<file path="config.mk">
export PLATFORM = sky130hd
export DESIGN_NAME = pp_byte_rx
export DESIGN_NICKNAME = d
export VERILOG_FILES = /design/src/rtl/pp_rx_pkg.sv /design/src/rtl/pp_rx_sync.sv /design/src/rtl/pp_rx_timer.sv /design/src/rtl/pp_rx_outbuf.sv /design/src/rtl/pp_rx_ctrl.sv /design/src/rtl/pp_byte_rx.sv
export SDC_FILE = /design/constraint.sdc
export NUM_CORES = 1
export LEC_CHECK = 0
export ABC_AREA = 1
export BUFFER_PORTS_ARGS = -buffer_cell sky130_fd_sc_hd__buf_4
export CORE_UTILIZATION = 40
export DETAILED_ROUTE_END_ITERATION = 8
export HOLD_SLACK_MARGIN = 0.06
export REMOVE_ABC_BUFFERS = 1
export SYNTH_ARGS = -nofsm -noshare
export SYNTH_HDL_FRONTEND = slang
export SYNTH_SLANG_ARGS = --single-unit
</file>
<file path="constraint.sdc">
create_clock -name clk -period 2.1 [get_ports clk]
set_input_delay 0.42 -clock clk [delete_from_list [all_inputs] [get_ports clk]]
set_output_delay 0.42 -clock clk [all_outputs]
set_load 0.01 [all_outputs]
</file>
<file path="src/rtl/pp_rx_pkg.sv">
// Package: shared types for the pulsed-handshake parallel byte receiver.
// Assumes: nothing beyond IEEE 1800-2017.
package pp_rx_pkg;

    // BUSY release point encodings (cfg_rel_mode)
    typedef enum logic [1:0] {
        REL_ON_ACK_RISE = 2'd0,
        REL_ON_ACK_FALL = 2'd1,
        REL_DELAYED     = 2'd2,
        REL_DELAYED_ALT = 2'd3
    } rel_mode_e;

    // Handshake controller states
    typedef enum logic [2:0] {
        ST_IDLE = 3'd0,
        ST_HOLD = 3'd1,
        ST_PRE  = 3'd2,
        ST_ACK  = 3'd3,
        ST_GAP  = 3'd4
    } rx_state_e;

    // True for the release codes that wait a programmed delay after ACK
    function automatic logic rel_is_delayed(input logic [1:0] mode);
        return mode[1];
    endfunction

endpackage

</file>
<file path="src/rtl/pp_rx_sync.sv">
// Module: pp_rx_sync
// Brings the asynchronous strobe into the clock domain through STAGES
// flops and flags a single-cycle pulse on each rising edge seen at the
// synchronizer output.
// Assumes: the strobe stays high for longer than one clock period.
module pp_rx_sync #(
    parameter int STAGES = 2
) (
    input  logic clk,
    input  logic rst_n,
    input  logic async_in,
    output logic rise
);
    localparam int CHAIN = STAGES + 1;

    logic [CHAIN-1:0] chain_q;

    // Shift the strobe through the synchronizer and one history flop
    always_ff @(posedge clk) begin
        if (!rst_n) begin
            chain_q <= '0;
        end else begin
            chain_q <= {chain_q[CHAIN-2:0], async_in};
        end
    end

    // Rising edge: newest synchronized sample high, previous one low
    assign rise = chain_q[STAGES-1] & ~chain_q[STAGES];

endmodule

</file>
<file path="src/rtl/pp_rx_timer.sv">
// Module: pp_rx_timer
// Down-counter for handshake intervals. A load starts an interval of
// load_val clocks (0 means 2**CNT_W). expire is high during the last
// clock of the interval, so a controller acting on it ends the interval
// exactly load_val edges after the load edge.
// Assumes: a load and an expire are never wanted in the same interval.
module pp_rx_timer #(
    parameter int CNT_W = 8
) (
    input  logic             clk,
    input  logic             rst_n,
    input  logic             load,
    input  logic [CNT_W-1:0] load_val,
    output logic             expire
);
    localparam logic [CNT_W:0] FULL_SPAN = {1'b1, {CNT_W{1'b0}}};
    localparam logic [CNT_W:0] ONE       = {{CNT_W{1'b0}}, 1'b1};

    logic [CNT_W:0] cnt_q;
    logic [CNT_W:0] start_val;

    // Decode the zero code to the full span
    always_comb begin
        if (load_val == '0) begin
            start_val = FULL_SPAN;
        end else begin
            start_val = {1'b0, load_val};
        end
    end

    // Load a new interval or count the running one down to zero
    always_ff @(posedge clk) begin
        if (!rst_n) begin
            cnt_q <= '0;
        end else if (load) begin
            cnt_q <= start_val;
        end else if (cnt_q != '0) begin
            cnt_q <= cnt_q - ONE;
        end
    end

    assign expire = (cnt_q == ONE);

endmodule

</file>
<file path="src/rtl/pp_rx_outbuf.sv">
// Module: pp_rx_outbuf
// One-byte holding register toward the host with a valid/ready pair.
// can_push tells the controller a byte may be written this cycle,
// either because the register is empty or because it drains now.
// Assumes: push is only raised while can_push is high.
module pp_rx_outbuf #(
    parameter int DW = 8
) (
    input  logic          clk,
    input  logic          rst_n,
    input  logic          push,
    input  logic [DW-1:0] push_data,
    input  logic          rd_ready,
    output logic          rd_valid,
    output logic [DW-1:0] rd_data,
    output logic          can_push
);
    logic          valid_q;
    logic [DW-1:0] data_q;

    assign can_push = !valid_q || rd_ready;

    // Track occupancy: fill on push, empty when the host takes the byte
    always_ff @(posedge clk) begin
        if (!rst_n) begin
            valid_q <= 1'b0;
        end else if (push) begin
            valid_q <= 1'b1;
        end else if (rd_ready) begin
            valid_q <= 1'b0;
        end
    end

    // Capture the byte from the data lines on a push
    always_ff @(posedge clk) begin
        if (!rst_n) begin
            data_q <= '0;
        end else if (push) begin
            data_q <= push_data;
        end
    end

    assign rd_valid = valid_q;
    assign rd_data  = data_q;

endmodule

</file>
<file path="src/rtl/pp_rx_ctrl.sv">
// Module: pp_rx_ctrl
// Handshake sequencer. Accepts a strobe edge while idle, raises the
// automatic BUSY on the latch edge, drives ACK from the next edge for the
// programmed width, and drops BUSY at the point the release mode selects.
// Strobes arriving mid-handshake set a sticky overrun flag.
// Assumes: configuration inputs are held stable during a handshake.
module pp_rx_ctrl
    import pp_rx_pkg::*;
#(
    parameter int TW = 8
) (
    input  logic          clk,
    input  logic          rst_n,
    input  logic          strobe_rise,
    input  logic          can_push,
    input  logic [1:0]    rel_mode,
    input  logic [TW-1:0] ack_width,
    input  logic [TW-1:0] rel_delay,
    input  logic          tmr_expire,
    output logic          latch,
    output logic          tmr_load,
    output logic [TW-1:0] tmr_val,
    output logic          ack_q,
    output logic          busy_q,
    output logic          overrun_q
);
    rx_state_e state_q;
    rx_state_e state_d;
    logic      ack_set;
    logic      ack_clr;
    logic      busy_clr;

    // Next state, latch request and timer loads
    always_comb begin
        state_d  = state_q;
        latch    = 1'b0;
        tmr_load = 1'b0;
        tmr_val  = ack_width;
        ack_set  = 1'b0;
        ack_clr  = 1'b0;
        busy_clr = 1'b0;
        case (state_q)
            ST_IDLE: begin
                if (strobe_rise) begin
                    if (can_push) begin
                        latch   = 1'b1;
                        state_d = ST_PRE;
                    end else begin
                        state_d = ST_HOLD;
                    end
                end
            end
            ST_HOLD: begin
                if (can_push) begin
                    latch   = 1'b1;
                    state_d = ST_PRE;
                end
            end
            ST_PRE: begin
                tmr_load = 1'b1;
                tmr_val  = ack_width;
                ack_set  = 1'b1;
                busy_clr = (rel_mode == REL_ON_ACK_RISE);
                state_d  = ST_ACK;
            end
            ST_ACK: begin
                if (tmr_expire) begin
                    ack_clr = 1'b1;
                    if (rel_is_delayed(rel_mode)) begin
                        tmr_load = 1'b1;
                        tmr_val  = rel_delay;
                        state_d  = ST_GAP;
                    end else begin
                        busy_clr = (rel_mode == REL_ON_ACK_FALL);
                        state_d  = ST_IDLE;
                    end
                end
            end
            ST_GAP: begin
                if (tmr_expire) begin
                    busy_clr = 1'b1;
                    state_d  = ST_IDLE;
                end
            end
            default: state_d = ST_IDLE;
        endcase
    end

    // State register
    always_ff @(posedge clk) begin
        if (!rst_n) begin
            state_q <= ST_IDLE;
        end else begin
            state_q <= state_d;
        end
    end

    // ACK pulse register
    always_ff @(posedge clk) begin
        if (!rst_n) begin
            ack_q <= 1'b0;
        end else if (ack_set) begin
            ack_q <= 1'b1;
        end else if (ack_clr) begin
            ack_q <= 1'b0;
        end
    end

    // Automatic BUSY register: set on the latch edge, cleared at release
    always_ff @(posedge clk) begin
        if (!rst_n) begin
            busy_q <= 1'b0;
        end else if (latch) begin
            busy_q <= 1'b1;
        end else if (busy_clr) begin
            busy_q <= 1'b0;
        end
    end

    // Sticky overrun: any strobe edge outside idle
    always_ff @(posedge clk) begin
        if (!rst_n) begin
            overrun_q <= 1'b0;
        end else if (strobe_rise && (state_q != ST_IDLE)) begin
            overrun_q <= 1'b1;
        end
    end

endmodule

</file>
<file path="src/rtl/pp_byte_rx.sv">
// Module: pp_byte_rx (top)
// Pulsed-handshake parallel byte receiver: strobe synchronizer, handshake
// sequencer with a shared interval timer, host holding register, and the
// software BUSY override at the pin.
// Assumes: the sender keeps data_in stable from before its strobe until
// it sees ACK; configuration changes only between handshakes.
module pp_byte_rx #(
    parameter int DATA_W      = 8,
    parameter int TIMER_W     = 8,
    parameter int SYNC_STAGES = 2
) (
    input  logic               clk,
    input  logic               rst_n,
    input  logic               stb_in,
    input  logic [DATA_W-1:0]  data_in,
    output logic               ack_out,
    output logic               busy_out,
    input  logic [TIMER_W-1:0] cfg_ack_width,
    input  logic [TIMER_W-1:0] cfg_rel_delay,
    input  logic [1:0]         cfg_rel_mode,
    input  logic               cfg_busy_force_en,
    input  logic               cfg_busy_force_val,
    output logic [DATA_W-1:0]  rd_data,
    output logic               rd_valid,
    input  logic               rd_ready,
    output logic               overrun
);
    logic               strobe_rise;
    logic               can_push;
    logic               latch;
    logic               tmr_load;
    logic [TIMER_W-1:0] tmr_val;
    logic               tmr_expire;
    logic               ack_q;
    logic               busy_q;
    logic               overrun_q;

    pp_rx_sync #(
        .STAGES(SYNC_STAGES)
    ) u_sync (
        .clk     (clk),
        .rst_n   (rst_n),
        .async_in(stb_in),
        .rise    (strobe_rise)
    );

    pp_rx_timer #(
        .CNT_W(TIMER_W)
    ) u_timer (
        .clk     (clk),
        .rst_n   (rst_n),
        .load    (tmr_load),
        .load_val(tmr_val),
        .expire  (tmr_expire)
    );

    pp_rx_outbuf #(
        .DW(DATA_W)
    ) u_outbuf (
        .clk      (clk),
        .rst_n    (rst_n),
        .push     (latch),
        .push_data(data_in),
        .rd_ready (rd_ready),
        .rd_valid (rd_valid),
        .rd_data  (rd_data),
        .can_push (can_push)
    );

    pp_rx_ctrl #(
        .TW(TIMER_W)
    ) u_ctrl (
        .clk        (clk),
        .rst_n      (rst_n),
        .strobe_rise(strobe_rise),
        .can_push   (can_push),
        .rel_mode   (cfg_rel_mode),
        .ack_width  (cfg_ack_width),
        .rel_delay  (cfg_rel_delay),
        .tmr_expire (tmr_expire),
        .latch      (latch),
        .tmr_load   (tmr_load),
        .tmr_val    (tmr_val),
        .ack_q      (ack_q),
        .busy_q     (busy_q),
        .overrun_q  (overrun_q)
    );

    // Pin drive: software override masks the automatic BUSY
    always_comb begin
        busy_out = cfg_busy_force_en ? cfg_busy_force_val : busy_q;
    end

    assign ack_out = ack_q;
    assign overrun = overrun_q;

endmodule

</file>
==> metrics.txt <==
Hold Path Origin=stb_in; Placement Setup Slack=336 ps; number of cell rows=22; CP required=2330 ps; fin nets=326; ratio of cells with drive above 1 in the final layout=22.1%; H-tree depth=1; # hold bufs at CTS=0; die area=4280 sq um; WL/cell=11.0 um; Initial Util=42.7%; Final period util=84.3%; core area=3770 sq um; Design Power=2.51 mW; Area Growth Syn to Fin=25.6%; Clock Tree Root=clkbuf_8; clk sinks=27; Slew Viols, Final=0; r2r setup slk=330 ps; total setup buffers inserted after CTS=0; cell leakage power=1.06 nW; Routed WL=3720 um; Final Wtd Congestion=0.841; # IOs=44; HPWL Detailed=2920 um; Fin. Hold Viols=0; Overflow after GRT=0; crit path max-delay cell type=dfxtp_1; R2R Path End=u_timer.cnt_q[1]; Hold Path Sink=u_sync.chain_q[0]; Final setup viols=0; Diodes inserted=0; Avg Inst Size Synth=6.52 sq um; initial antenna violation count=0; hold path cells=3; Chip Width=65.5 um; YS warnings=0; max_cap viols=0; Post-DRT Antenna Nets=0; Worst VDD drop=0.000797 V; Slew @ Worst Pin=414 ps; Max FO, Critical Path=11; Gate Count Post-Synth=247; Final Cell Area=2020 sq um; fmax=565 MHz; first-pass GRT wire length=6380 um; Clock Skew=4.42 ps; status=completed; Cell Chain, Critical Path=inv_1, ha_1, inv_1, nor2_1, nand2_4, nor2_8, a21oi_4, inv_2, nand3_1, o21ai_1, nand2_1, nand2_1; die height=65.5 um; min cycle time layout=1770 ps; kind of critical path=reg -> reg; Post-route DRC=0; later-pin clock latency in the skew report=280 ps; Yosys reg bits=27; RSZ-0062 raised after global routing=no; worst endpoint data arrival time=2000 ps; Slew headroom=72.4%; clk buf depth=2; post-synthesis cell area=1610 sq um; total vias in the final route=1604; Netlist cell types=31; Via density=4.75; CTS resizes=0; worst min-delay path category=in -> reg; Power Dens Cells=1240 nW/um^2; total CTS buffers=3; largest net degree at the start of global routing=20; TNS Setup=0 ps; CTS tree=built; GRT Overall Usage=19.3%; First-pass DRT Iterations=4; vias in the first global route=1487; Layout fillers=389; CTS clock-pin slew for the worst setup and hold paths=100 ps; type of origin of the critical path=flip-flop; I/O Buffers=43; max incr delay on CP=320 ps; sequential area share after synthesis=33.6%; Worst setup EP type=flip-flop; worst setup margin=330 ps; Worst R2R Start=u_timer.cnt_q[1]; drt first-iter violations=99; Cell Area, Placed=1970 sq um; reg2reg path depth=12
[layer usage]
layer / share of wire [%] / routed length, um / vias to the layer above / GRT usage, %
met5: 0 / 0 / - / 0
met4: 0.78 / 29 / 0 / 4.08
met3: 7.4 / 276 / 4 / 5.03
met2: 44 / 1640 / 50 / 33.5
met1: 48 / 1780 / 682 / 23.6
li1: - / - / 868 / -
[stage by stage]
stage	util, %	hold slack [ps]	instances
floorplan	-	390	242
global placement	52.3	394	334
detailed placement	52.3	398	334
CTS	53.6	310	338
global route	53.6	315	338
finish	53.6	316	338
[power breakdown]
part | switching [mW] | leakage (nW) | total, mW | internal [mW]
sequential | 0.127 | 0.222 | 0.812 | 0.685
clock | 0.181 | 0.0261 | 0.320 | 0.140
combinational | 0.849 | 0.808 | 1.37 | 0.525
[final cells by class]
type                            instances  area [sq um]  share of cell area (%)
Multi-Input combinational cell        178           903                    44.7
Inverter                               37           139                    6.86
Tap cell                               48          60.1                    2.97
Sequential cell                        27           541                    26.7
Timing Repair Buffer                   44           330                    16.3
Clock inverter                          1          8.76                   0.433
Clock buffer                            3          41.3                    2.04
[flip-flops by register name (all words and copies together), names as in the netlist]
| name | flops |
|---|---|
| u_outbuf.rd_data | 8 |
| u_ctrl.state_q | 3 |
| u_timer.cnt_q | 9 |
| u_sync.chain_q | 3 |
| u_ctrl.ack_q | 1 |
| u_ctrl.overrun_q | 1 |
| u_outbuf.rd_valid | 1 |
| u_ctrl.busy_q | 1 |
[worst max-delay path, delay by kind of cell (launching register included)]
kind	cells	cell delay (ps)
fa+ha+maj	1	220
compound gates	2	220
simple gates	6	620
buf+inv	3	330
flops	1	320
[logic make-up (layout without fill, tap and decap cells)]
kind of cell	after synthesis	in the layout	share of synthesized area [%]
AND/OR/NAND/NOR	124	124	35.0
AO/OA/AOI/OAI	45	45	15.5
buffers and inverters	42	85	10.3
flip-flops	27	27	33.6
XOR/XNOR	6	6	3.26
adder cells (fa/ha/maj)	3	3	2.33
[synth_stat cells (all sizes together)]
cell	n	area [sq um]
inv	37	139
nand3	19	100
clkbuf	2	7.51
dfxtp	27	541
nor3	4	30.0
a21oi	18	105
nor2	44	191
o211ai	1	7.51
o21a	1	7.51
o22a	1	8.76
buf	3	20.0
or2	1	6.26
o21ai	24	120
nand4	3	25.0
xor2	5	43.8
nand2	53	211
xnor2	1	8.76
ha	3	37.5
[cells in the final DEF, fill, tap and decap left out, types with 2 or more instances in the layout]
cell and n:
nand3_1 18, nor3_2 2, dfxtp_1 27, inv_1 34, a21oi_1 16, nand2_1 50, nand4_1 2, nand2_2 2
clkbuf_8 3, ha_1 3, nor2_1 41, o21ai_1 2, xor2_1 5, buf_4 44, inv_2 3, o21ai_0 22
nor3_1 2
[worst max path at each step]
stage | start | endpoint | slack [ps] | cells past startpoint
2_1_floorplan | u_timer.cnt_q[1] | u_timer.cnt_q[0] | 560 | 12
3_3_place_gp | u_timer.cnt_q[1] | u_timer.cnt_q[1] | 390 | 12
3_5_place_dp | u_timer.cnt_q[1] | u_timer.cnt_q[1] | 340 | 12
4_1_cts | u_timer.cnt_q[1] | u_timer.cnt_q[1] | 310 | 12
5_1_grt | u_timer.cnt_q[1] | u_timer.cnt_q[1] | 170 | 12
6_report | u_timer.cnt_q[1] | u_timer.cnt_q[1] | 330 | 12
No activity file was read; power rests on OpenSTA's default activity.
